$ cat config.mk
export PLATFORM = sky130hd
export DESIGN_NAME = evmon_pair
export DESIGN_NICKNAME = d
export VERILOG_FILES = /design/src/rtl/evmon_pkg.sv /design/src/rtl/evmon_dec.sv /design/src/rtl/evmon_qual.sv /design/src/rtl/evmon_ctr.sv /design/src/rtl/evmon_pair.sv
export SDC_FILE = /design/constraint.sdc
export NUM_CORES = 1
export LEC_CHECK = 0
export BUFFER_PORTS_ARGS = -buffer_cell sky130_fd_sc_hd__buf_2
export CORE_ASPECT_RATIO = 1.2
export CORE_UTILIZATION = 25
export CTS_CLUSTER_DIAMETER = 80
export DETAILED_ROUTE_END_ITERATION = 8
export GPL_TIMING_DRIVEN = 0
export SLEW_MARGIN = 30
export SYNTH_ARGS = -nofsm -noshare
export SYNTH_HDL_FRONTEND = slang
export SYNTH_SLANG_ARGS = --single-unit
$ cat constraint.sdc
create_clock -name clk -period 5.3 [get_ports clk]
set_input_delay 0.53 -clock clk [delete_from_list [all_inputs] [get_ports clk]]
set_output_delay 0.53 -clock clk [all_outputs]
set_load 0.05 [all_outputs]
$ cat src/rtl/evmon_pkg.sv
package evmon_pkg;

  localparam int NCTR    = 2;
  localparam int LANES   = 4;
  localparam int NCLS    = 10;
  localparam int EV_W    = NCLS * LANES;
  localparam int CNT_W   = 40;
  localparam int PROG_W  = 32;
  localparam int HI_W    = CNT_W - PROG_W;
  localparam int INC_W   = $clog2(LANES + 1);
  localparam int CLS_W   = $clog2(NCLS);
  localparam int ADDR_W  = 3;

  localparam logic [7:0] CODE_PARK = 8'h2E;

  typedef struct packed {
    logic [7:0] thresh;
    logic       invert;
    logic       run;
    logic [1:0] spare_hi;
    logic       pin_mode;
    logic       edge_q;
    logic [1:0] spare_lo;
    logic [7:0] submask;
    logic [7:0] code;
  } ctl_t;

  typedef enum logic [1:0] {
    BIND_ANY  = 2'd0,
    BIND_CTR0 = 2'd1,
    BIND_CTR1 = 2'd2
  } bind_e;

  typedef struct packed {
    logic             known;
    logic [CLS_W-1:0] cls;
    logic             masked;
    bind_e            bind_to;
  } cls_info_t;

  function automatic cls_info_t class_of(input logic [7:0] code);
    cls_info_t r;
    r = '{known: 1'b0, cls: '0, masked: 1'b0, bind_to: BIND_ANY};
    case (code)
      8'h79: r = '{1'b1, CLS_W'(0), 1'b0, BIND_ANY};
      8'hC0: r = '{1'b1, CLS_W'(1), 1'b0, BIND_ANY};
      8'h2E: r = '{1'b1, CLS_W'(2), 1'b1, BIND_ANY};
      8'hC4: r = '{1'b1, CLS_W'(3), 1'b0, BIND_ANY};
      8'hC1: r = '{1'b1, CLS_W'(4), 1'b0, BIND_CTR0};
      8'h10: r = '{1'b1, CLS_W'(5), 1'b0, BIND_CTR0};
      8'h14: r = '{1'b1, CLS_W'(6), 1'b0, BIND_CTR0};
      8'h11: r = '{1'b1, CLS_W'(7), 1'b0, BIND_CTR1};
      8'h12: r = '{1'b1, CLS_W'(8), 1'b0, BIND_CTR1};
      8'h13: r = '{1'b1, CLS_W'(9), 1'b0, BIND_CTR1};
      default: r = '{known: 1'b0, cls: '0, masked: 1'b0, bind_to: BIND_ANY};
    endcase
    return r;
  endfunction

endpackage

$ cat src/rtl/evmon_dec.sv
module evmon_dec
  import evmon_pkg::*;
#(
  parameter int CTR_IDX = 0
) (
  input  ctl_t              ctl,
  input  logic [EV_W-1:0]   ev_lanes,
  output logic [INC_W-1:0]  raw_o,
  output logic              valid_o
);

  localparam bind_e MY_BIND = (CTR_IDX == 0) ? BIND_CTR0 : BIND_CTR1;

  cls_info_t        info;
  logic [LANES-1:0] picked;
  logic [LANES-1:0] active;
  logic             allowed;
  logic             parked;

  always_comb begin
    info    = class_of(ctl.code);
    picked  = ev_lanes[info.cls*LANES +: LANES];
    active  = info.masked ? (picked & ctl.submask[LANES-1:0]) : picked;
    allowed = (info.bind_to == BIND_ANY) || (info.bind_to == MY_BIND);
    parked  = (ctl.code == CODE_PARK) && (ctl.submask == 8'h00);
    valid_o = info.known && allowed && !parked;
  end

  always_comb begin
    raw_o = '0;
    for (int k = 0; k < LANES; k++) begin
      raw_o = raw_o + INC_W'(active[k]);
    end
  end

endmodule

$ cat src/rtl/evmon_qual.sv
module evmon_qual
  import evmon_pkg::*;
(
  input  logic              clk,
  input  logic              rst_n,
  input  logic [INC_W-1:0]  raw,
  input  logic              valid,
  input  logic              gate_en,
  input  logic [7:0]        thresh,
  input  logic              invert,
  input  logic              edge_q,
  output logic [INC_W-1:0]  inc_o
);

  logic       prev_q;
  logic       prev_d;
  logic       use_thr;
  logic       cond;
  logic       hit;
  logic [7:0] raw_ext;

  always_comb begin
    raw_ext = 8'(raw);
    use_thr = (thresh != 8'h00);
    cond    = valid && (invert ? (raw_ext < thresh) : (raw_ext >= thresh));
    hit     = edge_q ? (cond && !prev_q) : cond;
    prev_d  = use_thr && cond;
    if (!gate_en) begin
      inc_o = '0;
    end else if (use_thr) begin
      inc_o = INC_W'(hit);
    end else begin
      inc_o = valid ? raw : '0;
    end
  end

  always_ff @(posedge clk or negedge rst_n) begin
    if (!rst_n) begin
      prev_q <= 1'b0;
    end else begin
      prev_q <= prev_d;
    end
  end

endmodule

$ cat src/rtl/evmon_ctr.sv
module evmon_ctr
  import evmon_pkg::*;
(
  input  logic              clk,
  input  logic              rst_n,
  input  logic              wr_en,
  input  logic [PROG_W-1:0] wr_data,
  input  logic [INC_W-1:0]  inc,
  input  logic              pin_on_wrap,
  output logic [CNT_W-1:0]  cnt_o,
  output logic              flag_o,
  output logic              pulse_o,
  output logic              pin_o
);

  logic [CNT_W-1:0] cnt_q, cnt_d;
  logic [CNT_W:0]   sum;
  logic             cnt_ce;
  logic             wrap;
  logic             flag_q, flag_d;
  logic             pulse_q, pulse_d;
  logic             pin_q, pin_d;

  always_comb begin
    sum     = {1'b0, cnt_q} + (CNT_W + 1)'(inc);
    wrap    = !wr_en && sum[CNT_W];
    cnt_ce  = wr_en || (inc != '0);
    cnt_d   = wr_en ? {{HI_W{wr_data[PROG_W-1]}}, wr_data} : sum[CNT_W-1:0];
    flag_d  = wr_en ? 1'b0 : (flag_q || wrap);
    pulse_d = wrap;
    if (wr_en) begin
      pin_d = 1'b0;
    end else if (pin_on_wrap) begin
      pin_d = wrap;
    end else begin
      pin_d = (inc != '0);
    end
  end

  always_ff @(posedge clk or negedge rst_n) begin
    if (!rst_n) begin
      cnt_q   <= '0;
      flag_q  <= 1'b0;
      pulse_q <= 1'b0;
      pin_q   <= 1'b0;
    end else begin
      if (cnt_ce) begin
        cnt_q <= cnt_d;
      end
      flag_q  <= flag_d;
      pulse_q <= pulse_d;
      pin_q   <= pin_d;
    end
  end

  assign cnt_o   = cnt_q;
  assign flag_o  = flag_q;
  assign pulse_o = pulse_q;
  assign pin_o   = pin_q;

endmodule

$ cat src/rtl/evmon_pair.sv
module evmon_pair
  import evmon_pkg::*;
(
  input  logic              clk,
  input  logic              rst_n,
  input  logic              bus_wen,
  input  logic [ADDR_W-1:0] bus_addr,
  input  logic [31:0]       bus_wdata,
  output logic [31:0]       bus_rdata,
  input  logic [EV_W-1:0]   ev_lanes,
  output logic              ovf_irq,
  output logic [NCTR-1:0]   pm_pin
);

  logic [1:0]       rst_sync_q;
  logic             rst_s_n;
  ctl_t             ctl_q [NCTR];
  ctl_t             ctl_d [NCTR];
  logic [NCTR-1:0]  ctl_ce;
  logic [CNT_W-1:0] cnt_w [NCTR];
  logic [NCTR-1:0]  ovf_flag;
  logic [NCTR-1:0]  ovf_pulse;
  logic [NCTR-1:0]  cnt_wr;
  logic             run_all;

  always_ff @(posedge clk or negedge rst_n) begin
    if (!rst_n) begin
      rst_sync_q <= 2'b00;
    end else begin
      rst_sync_q <= {rst_sync_q[0], 1'b1};
    end
  end
  assign rst_s_n = rst_sync_q[1];

  always_comb begin
    for (int i = 0; i < NCTR; i++) begin
      ctl_ce[i] = bus_wen && (bus_addr == ADDR_W'(i));
      ctl_d[i]  = ctl_t'(bus_wdata);
      cnt_wr[i] = bus_wen && (bus_addr == ADDR_W'(NCTR + 2*i));
    end
  end

  always_ff @(posedge clk or negedge rst_s_n) begin
    if (!rst_s_n) begin
      for (int i = 0; i < NCTR; i++) begin
        ctl_q[i] <= '0;
      end
    end else begin
      for (int i = 0; i < NCTR; i++) begin
        if (ctl_ce[i]) begin
          ctl_q[i] <= ctl_d[i];
        end
      end
    end
  end

  assign run_all = ctl_q[0].run;

  for (genvar g = 0; g < NCTR; g++) begin : g_ctr
    logic [INC_W-1:0] raw;
    logic             valid;
    logic [INC_W-1:0] inc;

    evmon_dec #(.CTR_IDX(g)) u_dec (
      .ctl      (ctl_q[g]),
      .ev_lanes (ev_lanes),
      .raw_o    (raw),
      .valid_o  (valid)
    );

    evmon_qual u_qual (
      .clk     (clk),
      .rst_n   (rst_s_n),
      .raw     (raw),
      .valid   (valid),
      .gate_en (run_all),
      .thresh  (ctl_q[g].thresh),
      .invert  (ctl_q[g].invert),
      .edge_q  (ctl_q[g].edge_q),
      .inc_o   (inc)
    );

    evmon_ctr u_ctr (
      .clk         (clk),
      .rst_n       (rst_s_n),
      .wr_en       (cnt_wr[g]),
      .wr_data     (bus_wdata),
      .inc         (inc),
      .pin_on_wrap (ctl_q[g].pin_mode),
      .cnt_o       (cnt_w[g]),
      .flag_o      (ovf_flag[g]),
      .pulse_o     (ovf_pulse[g]),
      .pin_o       (pm_pin[g])
    );
  end

  always_comb begin
    bus_rdata = '0;
    for (int i = 0; i < NCTR; i++) begin
      if (bus_addr == ADDR_W'(i)) begin
        bus_rdata = ctl_q[i];
      end
      if (bus_addr == ADDR_W'(NCTR + 2*i)) begin
        bus_rdata = cnt_w[i][PROG_W-1:0];
      end
      if (bus_addr == ADDR_W'(NCTR + 2*i + 1)) begin
        bus_rdata = {ovf_flag[i], {(PROG_W-1-HI_W){1'b0}}, cnt_w[i][CNT_W-1:PROG_W]};
      end
    end
  end

  assign ovf_irq = |ovf_pulse;

endmodule

# Word-level counts from Yosys, hierarchy flattened
# Cells that the tools add are included.
# Widths: inputs -> output; s select.
[classes]
add_sub_neg = 8
n_shift = 2
n_bitwise = 2
mux = 28
n_reduce_logical = 40
n_lt_le_gt_ge = 4
eq_ne = 27
[op_table]
columns = ["cell", "n"]
rows = [
  ["$mux 32", 6],
  ["$pmux 8 s10", 2],
  ["$add 40x3->41", 2],
  ["$eq 8x5->1 const B", 10],
  ["$mux 40", 2],
  ["$shiftx 40x7->4", 2],
  ["$eq 8x8->1 const B", 6],
  ["$logic_and 1x1->1", 18],
  ["$mux 3", 6],
  ["$eq 8x6->1 const B", 2],
  ["$eq 8x7->1 const B", 2],
  ["$ge 3x8->1", 2],
  ["$logic_not 8->1", 2],
  ["$lt 3x8->1", 2],
  ["$reduce_bool 8->1", 2],
  ["$add 3x1->3", 4],
  ["$mux 1", 10],
  ["$and 4x4->4", 2],
  ["$mux 4", 2],
  ["$eq 3x2->1 const B", 2],
  ["$eq 3x3->1 const B", 2],
  ["$logic_not 1->1", 6],
  ["$logic_or 1x1->1", 6],
  ["$reduce_bool 3->1", 2],
  ["other kinds (7)", 9],
]
[totals]
in_bits = 78
output_inout_bits = 35
ff_bits = 154
elab_cells = 140

# Longest topological paths before layout
# Gate-level depths: netlist of run 1.
[logic_depth]
ltp_word = 19
mapped_depth = 32
mapped_depth_nobuf = 30

# Cells and area by module
# A second synthesis of run 1 with hierarchy kept.
[hier_totals]
hier_cells = 1096
hier_area_um2 = 10716.5
[modules_own_cells]
columns = ["mod", "area_per_inst_um2", "cells_each", "seq_area_each_um2", "instances"]
rows = [
  ["evmon_pair", 3918.8, 320, 1651.6, 1],
  ["evmon_ctr (g_ctr[1].u_ctr)", 2491.1, 267, 1076.0, 1],
  ["evmon_ctr (g_ctr[0].u_ctr)", 2452.4, 271, 1076.0, 1],
  ["evmon_dec (g_ctr[0].u_dec)", 724.4, 91, 0.0, 1],
  ["evmon_dec (g_ctr[1].u_dec)", 704.4, 95, 0.0, 1],
  ["evmon_qual", 212.7, 26, 25.0, 2],
]

# Worst setup path after synthesis of run 1
# OpenSTA, ideal clock, no wires.
[synth_timing]
path_kind = "register to register"
startpoint = "register ctl_q[7] (netlist bit)"
endpoint = "register g_ctr[1].u_ctr.cnt_q[34]"
required_time_ns = 5.218
arrival_time_ns = 6.973
period_less_slack_ns = 7.056
setup_time_ns = 0.082
path_buffers = 3
slack_ns = -1.756
path_stages_with_launch = 32
path_cell_list = "dfrtp_1 > clkbuf_1 > or3b_1 > or2_0 > a21boi_0 > buf_2 > buf_4 > mux2i_1 > mux2i_1 > mux2i_1 > o22ai_1 > ha_1 > inv_1 > fa_1 > inv_1 > ha_1 > ha_1 > nor2b_1 > o21a_1 > o41ai_1 > o21ai_0 > a21oi_1 > ha_1 > inv_1 > fa_1 > nor2b_1 > o2111ai_1 > nor3_1 > nand4_1 > nand4bb_4 > or3_1 > a31oi_1"
[synth_between]
elab_chain_len = 17
word_cells_on_any_way = 37
cone_classes = "add/sub: 4; order compare: 2; eq/ne: 11; shift: 1; mux: 8; bitwise: 1; reduce/logical: 10"
[synth_lines]
columns = ["item", "line_no", "source"]
rows = [
  ["from (decl)", "evmon_pair.sv:17", "ctl_t ctl_q [NCTR];"],
  ["from (signal, indexed assignment)", "evmon_pair.sv:51", "ctl_q[i] <= ctl_d[i];"],
  ["$eq 8x5->1, or another cell as far along", "evmon_pkg.sv:44", "case (code)"],
  ["$pmux 8 s10", "evmon_pkg.sv:44", ""],
  ["$shiftx 40x7->4", "evmon_dec.sv:22", "picked = ev_lanes[info.cls*LANES +: LANES];"],
  ["$and 4x4->4", "evmon_dec.sv:23", "active = info.masked ? (picked & ctl.submask[LANES-1:0]) : picked;"],
  ["$mux 4", "evmon_dec.sv:23", ""],
  ["$add 1x1->2", "evmon_dec.sv:32", "raw_o = raw_o + INC_W'(active[k]);"],
  ["$add 3x1->3 (2 in series)", "evmon_dec.sv:32", ""],
  ["$ge 3x8->1 or $lt 3x8->1 (tied branches)", "evmon_qual.sv:25", "cond = valid && (invert ? (raw_ext < thresh) : (raw_ext >= thresh));"],
  ["$mux 1", "evmon_qual.sv:25", ""],
  ["$logic_and 1x1->1", "evmon_qual.sv:25", ""],
  ["$logic_and 1x1->1", "evmon_qual.sv:26", "hit = edge_q ? (cond && !prev_q) : cond;"],
  ["$mux 1", "evmon_qual.sv:26", ""],
  ["$mux 3 *", "evmon_qual.sv:30", "end else if (use_thr) begin"],
  ["$mux 3 *", "evmon_qual.sv:28", "if (!gate_en) begin"],
  ["$add 40x3->41 or $reduce_bool 3->1 (tied branches)", "evmon_ctr.sv:25, evmon_ctr.sv:27", ""],
  ["$mux 40 or $logic_or 1x1->1 (tied branches)", "evmon_ctr.sv:28, evmon_ctr.sv:27", ""],
  ["to (signal assigned)", "evmon_ctr.sv:48", "cnt_q <= cnt_d;"],
  ["to (decl)", "evmon_ctr.sv:16", "logic [CNT_W-1:0] cnt_q, cnt_d;"],
]
# Mark *: on every way between the ends. The rest lies on a longest branch, timed or not.
# A chain may end at the register's enable or synchronous reset.

# Worst setup path in the final report of run 1
[layout_timing]
startpoint = "register ctl_q[4] (netlist bit)"
endpoint = "register g_ctr[1].u_ctr.cnt_q[36]"
# Same word-level chain as after synthesis.

==> flow_metrics.tcl, run 1 <==
set metrics [dict create \
    status "finished with violations" \
    violations "setup timing" \
    synth.avg_cell_area_um2 9.14 \
    worstRegToRegCells 30 \
    p_leak_nw 5.90 \
    ys_warn_count 0 \
    die_w_um 190 \
    synth_fa_ha_area_share_pct 2.65 \
    dpl.hpwl_mm 31.4 \
    drc 0 \
    vias_per_cell 5.31 \
    placementRows 82 \
    ys.flop_type "dfrtp_1" \
    worst_setup_path_start_kind "flip-flop" \
    io-pin-count 113 \
    synth_nets 1256 \
    cts_root_buf "clkbuf_16" \
    initial_utilization_pct 25.3 \
    fillers 4210 \
    numClockSinks 154 \
    syn_inst 1158 \
    drt-total-wl_mm 41.6 \
    cts-htree-levels 4 \
    worst_pin_slew_ns 1.10 \
    clk_pin_slew_ns 0.07 \
    max_cap_viol_count 0 \
    finish.utilization_pct 33.8 \
    hold_viol_final 0 \
    yosys-mux-area-fraction_pct 15.3 \
    drtPass1Iterations 5 \
    critPathMaxStageDelay_ns 0.46 \
    grt_pass1_vias 10400 \
    vias 10200 \
    numCtsBuffers 17 \
    cts_tree "built" \
    synthXorXnorAreaFrac_pct 5.05 \
    worstSetupPathType "reg -> reg" \
    skew_ns 0.0105 \
    synth_area_mm2 0.0106 \
    synthSimpleGateAreaFrac_pct 22.1 \
    layout_common_cells "146 x dfrtp_1, 115 x buf_2, 100 x nand2_1" \
    period_share_pct 125 \
    worst-endpoint-arrival_ns 6.98 \
    synth_cell_type_count 77 \
    endpoint_kind "flip-flop" \
    dp_cells 1819 \
    vdd_drop_max_v 0.000243 \
    max_freq_mhz 151 \
    ant_nets 0 \
    drt_iter0_drc 815 \
    layout_min_cycle_time_ns 6.61 \
    critPathMaxFanout 8 \
    wl_per_cell_um 21.6 \
    grt_overflow_total 0 \
    ys_seq_elements 154 \
    die_h_um 227 \
    grt_max_degree 48 \
    hp-class "reg -> async" \
    p_per_area_mw_per_mm2 350 \
    cts_max_path_buffers 2 \
    die-area_mm2 0.0432 \
    antenna_found_initial 3 \
    gp_congestion 0.957 \
    finalSetupViolations 80 \
    insertion_delay_ns 0.44 \
    grt_usage_pct 19.2 \
    ys_seq_area_share_pct 36.4 \
    area_growth_syn_to_layout_pct 33.3 \
    path_common_cell "inv_2" \
    core_mm2 0.0418 \
    layout-drive-gt1-share_pct 31.8 \
    slew_headroom_pct 26.8 \
    timing.final.ws_setup_ns -1.31 \
    synth-compound-area-share_pct 14.5 \
    synth_edf_count 0 \
    async_reset_ff_share_pct 100 \
    cp_slowest_cell "dfrtp_2" \
    grt_pass1_wl_mm 62.3 \
    instances_no_fill 1926 \
    nNetsFinal 1464 \
    cp_data_required_time_ns 5.66 \
    slew_violations 0 \
    final_common_cell "dfrtp_1" \
    rsz0062_at_grt "true" \
    synth_top_family_by_area "simple AND/OR/NAND/NOR gates" \
    port_buffers 112 \
]
## path summary, 6_finish.rpt
check,start,slack (ns),to
max,ctl_q[4],-1.31,g_ctr[1].u_ctr.cnt_o[36]
min,rst_sync_q[1],0.22,ctl_q[48]
max reg2reg,ctl_q[4],-1.31,g_ctr[1].u_ctr.cnt_o[36]
min reg2reg,rst_sync_q[1],0.22,ctl_q[48]
max in group asynchronous,rst_sync_q[1],4.20,g_ctr[0].u_ctr.cnt_o[33]
min in group clk,rst_sync_q[0],0.35,rst_sync_q[1]
## metal layers
layer	track usage [%]	share of wire, %	vias to the layer above
li1	-	-	4649
met1	22.1	39	5026
met2	33.2	48	409
met3	3.18	5.8	137
met4	12.2	6.7	4
met5	0	0.065	-
## critical path, delay by kind of cell, from the launching register on
family | cells | cell delay (ns)
AO/OA/AOI/OAI | 8 | 1.39
flip-flops | 1 | 0.46
multiplexers | 3 | 0.53
buffers and inverters | 5 | 0.45
adder cells (fa/ha/maj) | 6 | 1.70
AND/OR/NAND/NOR | 8 | 1.99
## area by class of cell
class	instances	area, um2	share of cell area [%]
tap	546	683	4.84
antenna	1	2.50	0.0177
timing repair buffer	191	1340	9.49
clock buffer	20	467	3.31
clock inverter	12	146	1.04
buffer	69	414	2.94
sequential	154	3870	27.4
multi-input combinational	907	7090	50.3
inverter	26	97.6	0.692
## stage by stage
| stage | setup TNS [ns] | hold WS [ns] | total power [mW] | setup WS (ns) | instance area [um2] |
|---|---|---|---|---|---|
| global route | -71.58 | 0.245 | 5.15 | -1.56 | 14100 |
| detailed placement | -105.94 | 0.230 | 3.36 | -2.19 | 12200 |
| CTS | -48.29 | 0.232 | 4.77 | -1.28 | 13600 |
| floorplan | -20.15 | 0.234 | 2.79 | -1.06 | 10800 |
| global placement | -303.07 | 0.316 | 3.31 | -2.09 | 12100 |
| finish | -51.24 | 0.224 | 4.93 | -1.31 | 14100 |
## cell families after synthesis
family / after synthesis
buffers and inverters: 98
other: 1
AND/OR/NAND/NOR: 413
adder cells (fa/ha/maj): 20
multiplexers: 151
AO/OA/AOI/OAI: 260
flip-flops: 154
XOR/XNOR: 61
## state kept, by name, summed over array words and instances, names as in the netlist
name	count
ctl_q	63
run_all	1
g_ctr.u_ctr.pulse_o	2
g_ctr.u_ctr.pin_o	2
g_ctr.u_ctr.flag_o	2
g_ctr.u_qual.prev_q	2
g_ctr.u_ctr.cnt_o	80
rst_sync_q	2
## cell usage after synthesis (13+ instances only)
cell type | number | share of area [%]
a21oi_1 | 81 | 3.8
a31oi_1 | 20 | 1.2
and3_1 | 19 | 1.1
clkbuf_1 | 55 | 2.0
dfrtp_1 | 154 | 36
ha_1 | 16 | 1.9
inv_1 | 26 | 0.92
mux2_2 | 64 | 6.8
mux2i_1 | 85 | 8.0
nand2_1 | 102 | 3.6
nand3_1 | 34 | 1.6
nand4_1 | 18 | 1.1
nor2_1 | 96 | 3.4
nor3_1 | 19 | 0.90
nor4_1 | 18 | 1.1
nor4_2 | 13 | 1.5
o21ai_0 | 65 | 3.1
o21ai_1 | 30 | 1.4
or3_1 | 19 | 1.1
xnor2_1 | 54 | 4.5
## power by group
group          leakage (nW)  switching [mW]  internal (mW)
Sequential             1.82           0.343           1.43
Combinational          3.78            1.08          0.796
Clock                 0.298           0.515          0.774
## what timing repair did
action / CTS / global route
hold buffers: 1 / 0
hold endpoints to repair: 2 / 0
resized for setup: 91 / 57
setup endpoints to repair: 86 / 86
cloned: 1 / 1
buffers inserted: 47 / 32
pin swaps: 51 / 54
Note: power is estimated with default switching activity, not from simulation.
==> run 2, diff against run 1 <==
PLACE_DENSITY = 0.38   (was not set)
RECOVER_POWER = 50   (was not set)
==> run 2 against run 1 <==
The run ends with capacitance limit, slew limit, setup timing left. First-iteration DRC count decreased by 47%. Flip-flop and latch count unchanged. Via count decreased by 1.7%. Non-clock buffer count increased by 24. Die area unchanged. Worst setup slack improved by 0.041 ns. Sequential share of layout area decreased by 0.77 points. Clock-buffer cell count increased by 6. Critical path type unchanged. Largest cell class unchanged.
==> flow_metrics.tcl, run 2 (same netlist as run 1, synthesis figures left out) <==
set metrics [dict create \
    grtUsageMet1_pct 26.1 \
    slew_headroom_pct -70.0 \
    drtPass1Iterations 5 \
    placed_cell_area_mm2 0.0122 \
    cts_tree "built" \
    final_common_cell "dfrtp_1" \
    cts_root_buf "clkbuf_16" \
    layout_common_cells "149 x dfrtp_1, 115 x buf_2, 99 x nand2_1" \
    area_growth_syn_to_layout_pct 37.0 \
    cp_data_required_time_ns 5.67 \
    vias 10000 \
    layout-drive-gt1-share_pct 33.8 \
    p_leak_nw 6.09 \
    numClockSinks 154 \
    grt_use_met2_pct 38.5 \
    wl_per_cell_um 23.7 \
    whs_ns 0.269 \
    status "finished with violations" \
    initial_utilization_pct 25.3 \
    worstSetupPathType "reg -> reg" \
    die-area_mm2 0.0432 \
    critPathMaxFanout 8 \
    antenna_found_initial 1 \
    max_freq_mhz 152 \
    grt_overflow_total 0 \
    grt_use_met3_pct 2.68 \
    cts-htree-levels 4 \
    grt_max_degree 44 \
    grt_pass1_wl_mm 67.2 \
    grt_usage_pct 21.5 \
    dp_cells 1822 \
    drt_iter0_drc 429 \
    fillers 4326 \
    hold_viol_final 0 \
    worst_pin_slew_ns 2.55 \
    drc 0 \
    rsz0062_at_grt "true" \
    instances_no_fill 1949 \
    die_w_um 190 \
    largest_register_ffs 80 \
    globalRoute.busiestLayer "met2" \
    skew_ns 0.00761 \
    worst-endpoint-arrival_ns 6.95 \
    insertion_delay_ns 0.46 \
    vias_per_cell 5.16 \
    period_share_pct 124 \
    die_h_um 227 \
    r2r_end "g_ctr[1].u_ctr.cnt_o[34]" \
    critPathMaxStageDelay_ns 0.46 \
    cp-startpoint "ctl_q[4]" \
    nNetsFinal 1487 \
    endpoint "g_ctr[1].u_ctr.cnt_o[34]" \
    vdd_drop_max_v 0.000181 \
    crit_cells 30 \
    layout_min_cycle_time_ns 6.57 \
    max_cap_viol_count 3 \
    worstReg2RegStart "ctl_q[4]" \
    finish.utilization_pct 34.7 \
    gp_congestion 0.856 \
    worst_setup_path_start_kind "flip-flop" \
    p_per_area_mw_per_mm2 347 \
    hp-class "reg -> async" \
    io-pin-count 113 \
    path_common_cell "mux2i_1" \
    slew_violations 117 \
    ant_nets 0 \
    worstRegToRegCells 30 \
    crit_family "simple AND/OR/NAND/NOR gates" \
    numCtsBuffers 17 \
    core_mm2 0.0418 \
    grt_pass1_vias 10100 \
    violations "capacitance limit, slew limit, setup timing" \
    port_buffers 112 \
    r2r_slack_ns -1.27 \
    clk_pin_slew_ns 0.07 \
    cp_num_buf_inv 5 \
    cts_max_path_buffers 2 \
    setup-tns-final_ns -67.29 \
    design_area_mm2 0.0145 \
    timing.final.ws_setup_ns -1.27 \
    placementRows 82 \
    drt-total-wl_mm 46.2 \
    dpl.hpwl_mm 35.1 \
    endpoint_kind "flip-flop" \
    cp_slowest_cell "dfrtp_2" \
    finalSetupViolations 83 \
]
[run 2: cell count changes in the layout (fill, tap and decap cells not counted), moves of 3 or more]
| cell | change |
|---|---|
| buf_6 | +16 |
| buf_8 | +6 |
| clkbuf_16 | +5 |
| o21ai_2 | +5 |
| clkbuf_2 | +4 |
| nor3_1 | -4 |
| buf_16 | -3 |
| clkinv_2 | -3 |
| dfrtp_1 | +3 |
| o21ai_1 | -3 |
[run 2: final cells by class]
class	instances	area [um2]	share of cell area, %
antenna	1	2.50	0.0173
buffer	68	457	3.15
clock buffer	26	509	3.51
clock inverter	6	85.1	0.587
inverter	26	100	0.691
multi-input combinational	906	7210	49.8
sequential	154	3860	26.6
tap	546	683	4.71
timing repair buffer	216	1580	10.9
[run 2: per-stage QoR]
step	power (mW)	worst slack, ns
after floorplan	2.79	-1.06
after global routing	5.27	-1.58
after detailed placement	3.38	-2.31
after global placement	3.36	-2.36
final	5.03	-1.27
after CTS	4.90	-1.31
[run 2: worst min-delay path by stage]
| stage | start | to | slack (ns) | cells past startpoint |
|---|---|---|---|---|
| floorplan | rst_n | rst_sync_q[0] | 0.23 | 0 |
| global placement | rst_n | rst_sync_q[1] | 0.32 | 1 |
| detailed placement | rst_sync_q[1] | g_ctr[1].u_ctr.cnt_o[24] | 0.21 | 0 |
| CTS | rst_sync_q[1] | g_ctr[1].u_ctr.cnt_o[25] | 0.21 | 0 |
| global route | rst_sync_q[1] | ctl_q[24] | 0.31 | 0 |
| finish | rst_sync_q[1] | ctl_q[24] | 0.27 | 0 |
[run 2: what timing repair did]
item,in CTS,in global routing
pin swaps,59,86
cloned,2,2
hold buffers,1,0
gates resized for setup,127,75
setup endpoints to repair,86,86
endpoints found under the hold margin,2,0
setup buffers,57,43
[run 2: where the power goes]
part / switching (mW) / internal (mW) / leakage [nW]
registers: 0.366 / 1.42 / 1.82
logic: 1.10 / 0.852 / 3.98
clock network: 0.524 / 0.755 / 0.287
[run 2: metal layers]
metal	vias up	share of wire, %
li1	4703	-
met1	5040	43
met5	-	0
met4	0	3.5
met2	236	51
met3	69	2.9
==> run 3, diff against run 2 <==
CELL_PAD_IN_SITES_DETAIL_PLACEMENT = 0   (was not set)
CELL_PAD_IN_SITES_GLOBAL_PLACEMENT = 1   (was not set)
PLACE_DENSITY = 0.49   (was 0.38)
==> run 3 against run 2 <==
The run still ends with capacitance limit, slew limit, setup timing left. Utilization down 1.0 points. First-iteration DRC count up 43%. Sequential power about the same. Global-route usage up 0.13 points. Critical path depth unchanged. Flip-flop and latch count unchanged. Wire length down 0.98%. Hold slack better by 0.083 ns.
==> flow_metrics.tcl, run 3 (same netlist as run 1, synthesis figures left out) <==
set metrics [dict create \
    design_area_mm2 0.0141 \
    slew_violations 113 \
    status "finished with violations" \
    cts_root_buf "clkbuf_16" \
    power_mw 4.91 \
    path_common_cell "inv_2" \
    p_leak_nw 5.89 \
    grt_usage_pct 21.7 \
    initial_utilization_pct 25.3 \
    num_antenna_cells 0 \
    cts_tree "built" \
    cp_data_required_time_ns 5.66 \
    layout_min_cycle_time_ns 6.58 \
    worst_setup_path_start_kind "flip-flop" \
    insertion_delay_ns 0.45 \
    max_cap_viol_count 3 \
    io-pin-count 113 \
    grt_max_degree 44 \
    numClockSinks 154 \
    grt_overflow_total 0 \
    p_per_area_mw_per_mm2 349 \
    finalSetupViolations 82 \
    timing.final.ws_setup_ns -1.28 \
    ant_nets 0 \
    die-area_mm2 0.0432 \
    period_share_pct 124 \
    largest_register_ffs 80 \
    layout_common_cells "146 x dfrtp_1, 115 x buf_2, 102 x nand2_1" \
    worstSetupPathType "reg -> reg" \
    dpl.hpwl_mm 35.3 \
    drtPass1Iterations 5 \
    slew_headroom_pct -68.6 \
    cts-htree-levels 4 \
    vdd_drop_max_v 0.000143 \
    cp_slowest_cell "dfrtp_2" \
    final_common_cell "dfrtp_1" \
    hold_viol_final 0 \
    r2r_slack_ns -1.28 \
    port_buffers 112 \
    endpoint_kind "flip-flop" \
    worst_pin_slew_ns 2.53 \
    drt-total-wl_mm 45.8 \
    critPathMaxStageDelay_ns 0.47 \
    drt_iter0_drc 615 \
    vias 9907 \
    critPathMaxFanout 8 \
    cts_max_path_buffers 2 \
    skew_ns 0.0123 \
    whs_ns 0.352 \
    violations "capacitance limit, slew limit, setup timing" \
    gp_congestion 0.869 \
    nNetsFinal 1453 \
    instances_no_fill 1914 \
    placed_cell_area_mm2 0.0122 \
    setup-tns-final_ns -47.02 \
    area_growth_syn_to_layout_pct 32.8 \
    drc 0 \
    die_w_um 190 \
    rsz0062_at_grt "true" \
    die_h_um 227 \
    worst-endpoint-arrival_ns 6.93 \
    placementRows 82 \
    numCtsBuffers 17 \
    core_mm2 0.0418 \
    clk_pin_slew_ns 0.07 \
    vias_per_cell 5.18 \
    hp-class "reg -> reg" \
    grt_pass1_wl_mm 67.8 \
    max_freq_mhz 152 \
    layout-drive-gt1-share_pct 31.7 \
    grt_pass1_vias 9949 \
    dp_cells 1820 \
    antenna_found_initial 1 \
    wl_per_cell_um 23.9 \
]
run 3: critical path: cells and delay by family, from the launching register on:
kind / cells / cell delay (ns)
AND/OR/NAND/NOR: 8 / 1.90
adder cells (fa/ha/maj): 6 / 1.66
AO/OA/AOI/OAI: 8 / 1.43
multiplexers: 3 / 0.58
flip-flops: 1 / 0.47
buffers and inverters: 5 / 0.42
run 3: routing by layer:
layer | up-vias | share of wire, % | global-route usage (%)
met5 | - | 0 | 0
li1 | 4624 | - | -
met3 | 35 | 3.4 | 2.64
met1 | 5012 | 46 | 29.1
met2 | 236 | 48 | 36.4
met4 | 0 | 2.0 | 5.96
run 3: path summary, 6_finish.rpt:
kind,start,endpoint,cells past startpoint
max reg2reg,ctl_q[7],g_ctr[1].u_ctr.cnt_o[38],30
max in group asynchronous,rst_sync_q[1],ctl_q[4],2
min in group asynchronous,rst_n,rst_sync_q[0],2
min reg2reg,rst_sync_q[0],rst_sync_q[1],0
min,rst_sync_q[0],rst_sync_q[1],0
max,ctl_q[7],g_ctr[1].u_ctr.cnt_o[38],30
run 3: timing repair:
action / CTS / global route
gates resized for setup: 127 / 54
hold buffers: 1 / 0
setup endpoints to repair: 86 / 86
hold endpoints to repair: 2 / 0
setup buffers: 55 / 28
cloned: 4 / 1
pin swaps: 103 / 83
run 3: layout make-up:
class,count,area (um2)
Inverter,26,97.6
Buffer,66,363
Multi-Input combinational cell,907,7220
Sequential cell,154,3860
Clock buffer,20,457
Fill cell,4356,27700
Timing Repair Buffer,183,1240
Clock inverter,12,124
Tap cell,546,683
run 3: power breakdown:
group	leakage (nW)	switching, mW	internal [mW]
Sequential	1.82	0.371	1.42
Combinational	3.78	1.08	0.775
Clock	0.289	0.542	0.716
Total	5.89	1.99	2.92
run 3: through the flow:
step                setup WS [ns]  utilization, %
floorplan                   -1.06               -
global placement            -2.46            28.9
detailed placement          -2.47            29.2
CTS                         -1.45            33.2
global route                -1.59            33.7
finish                      -1.28            33.7
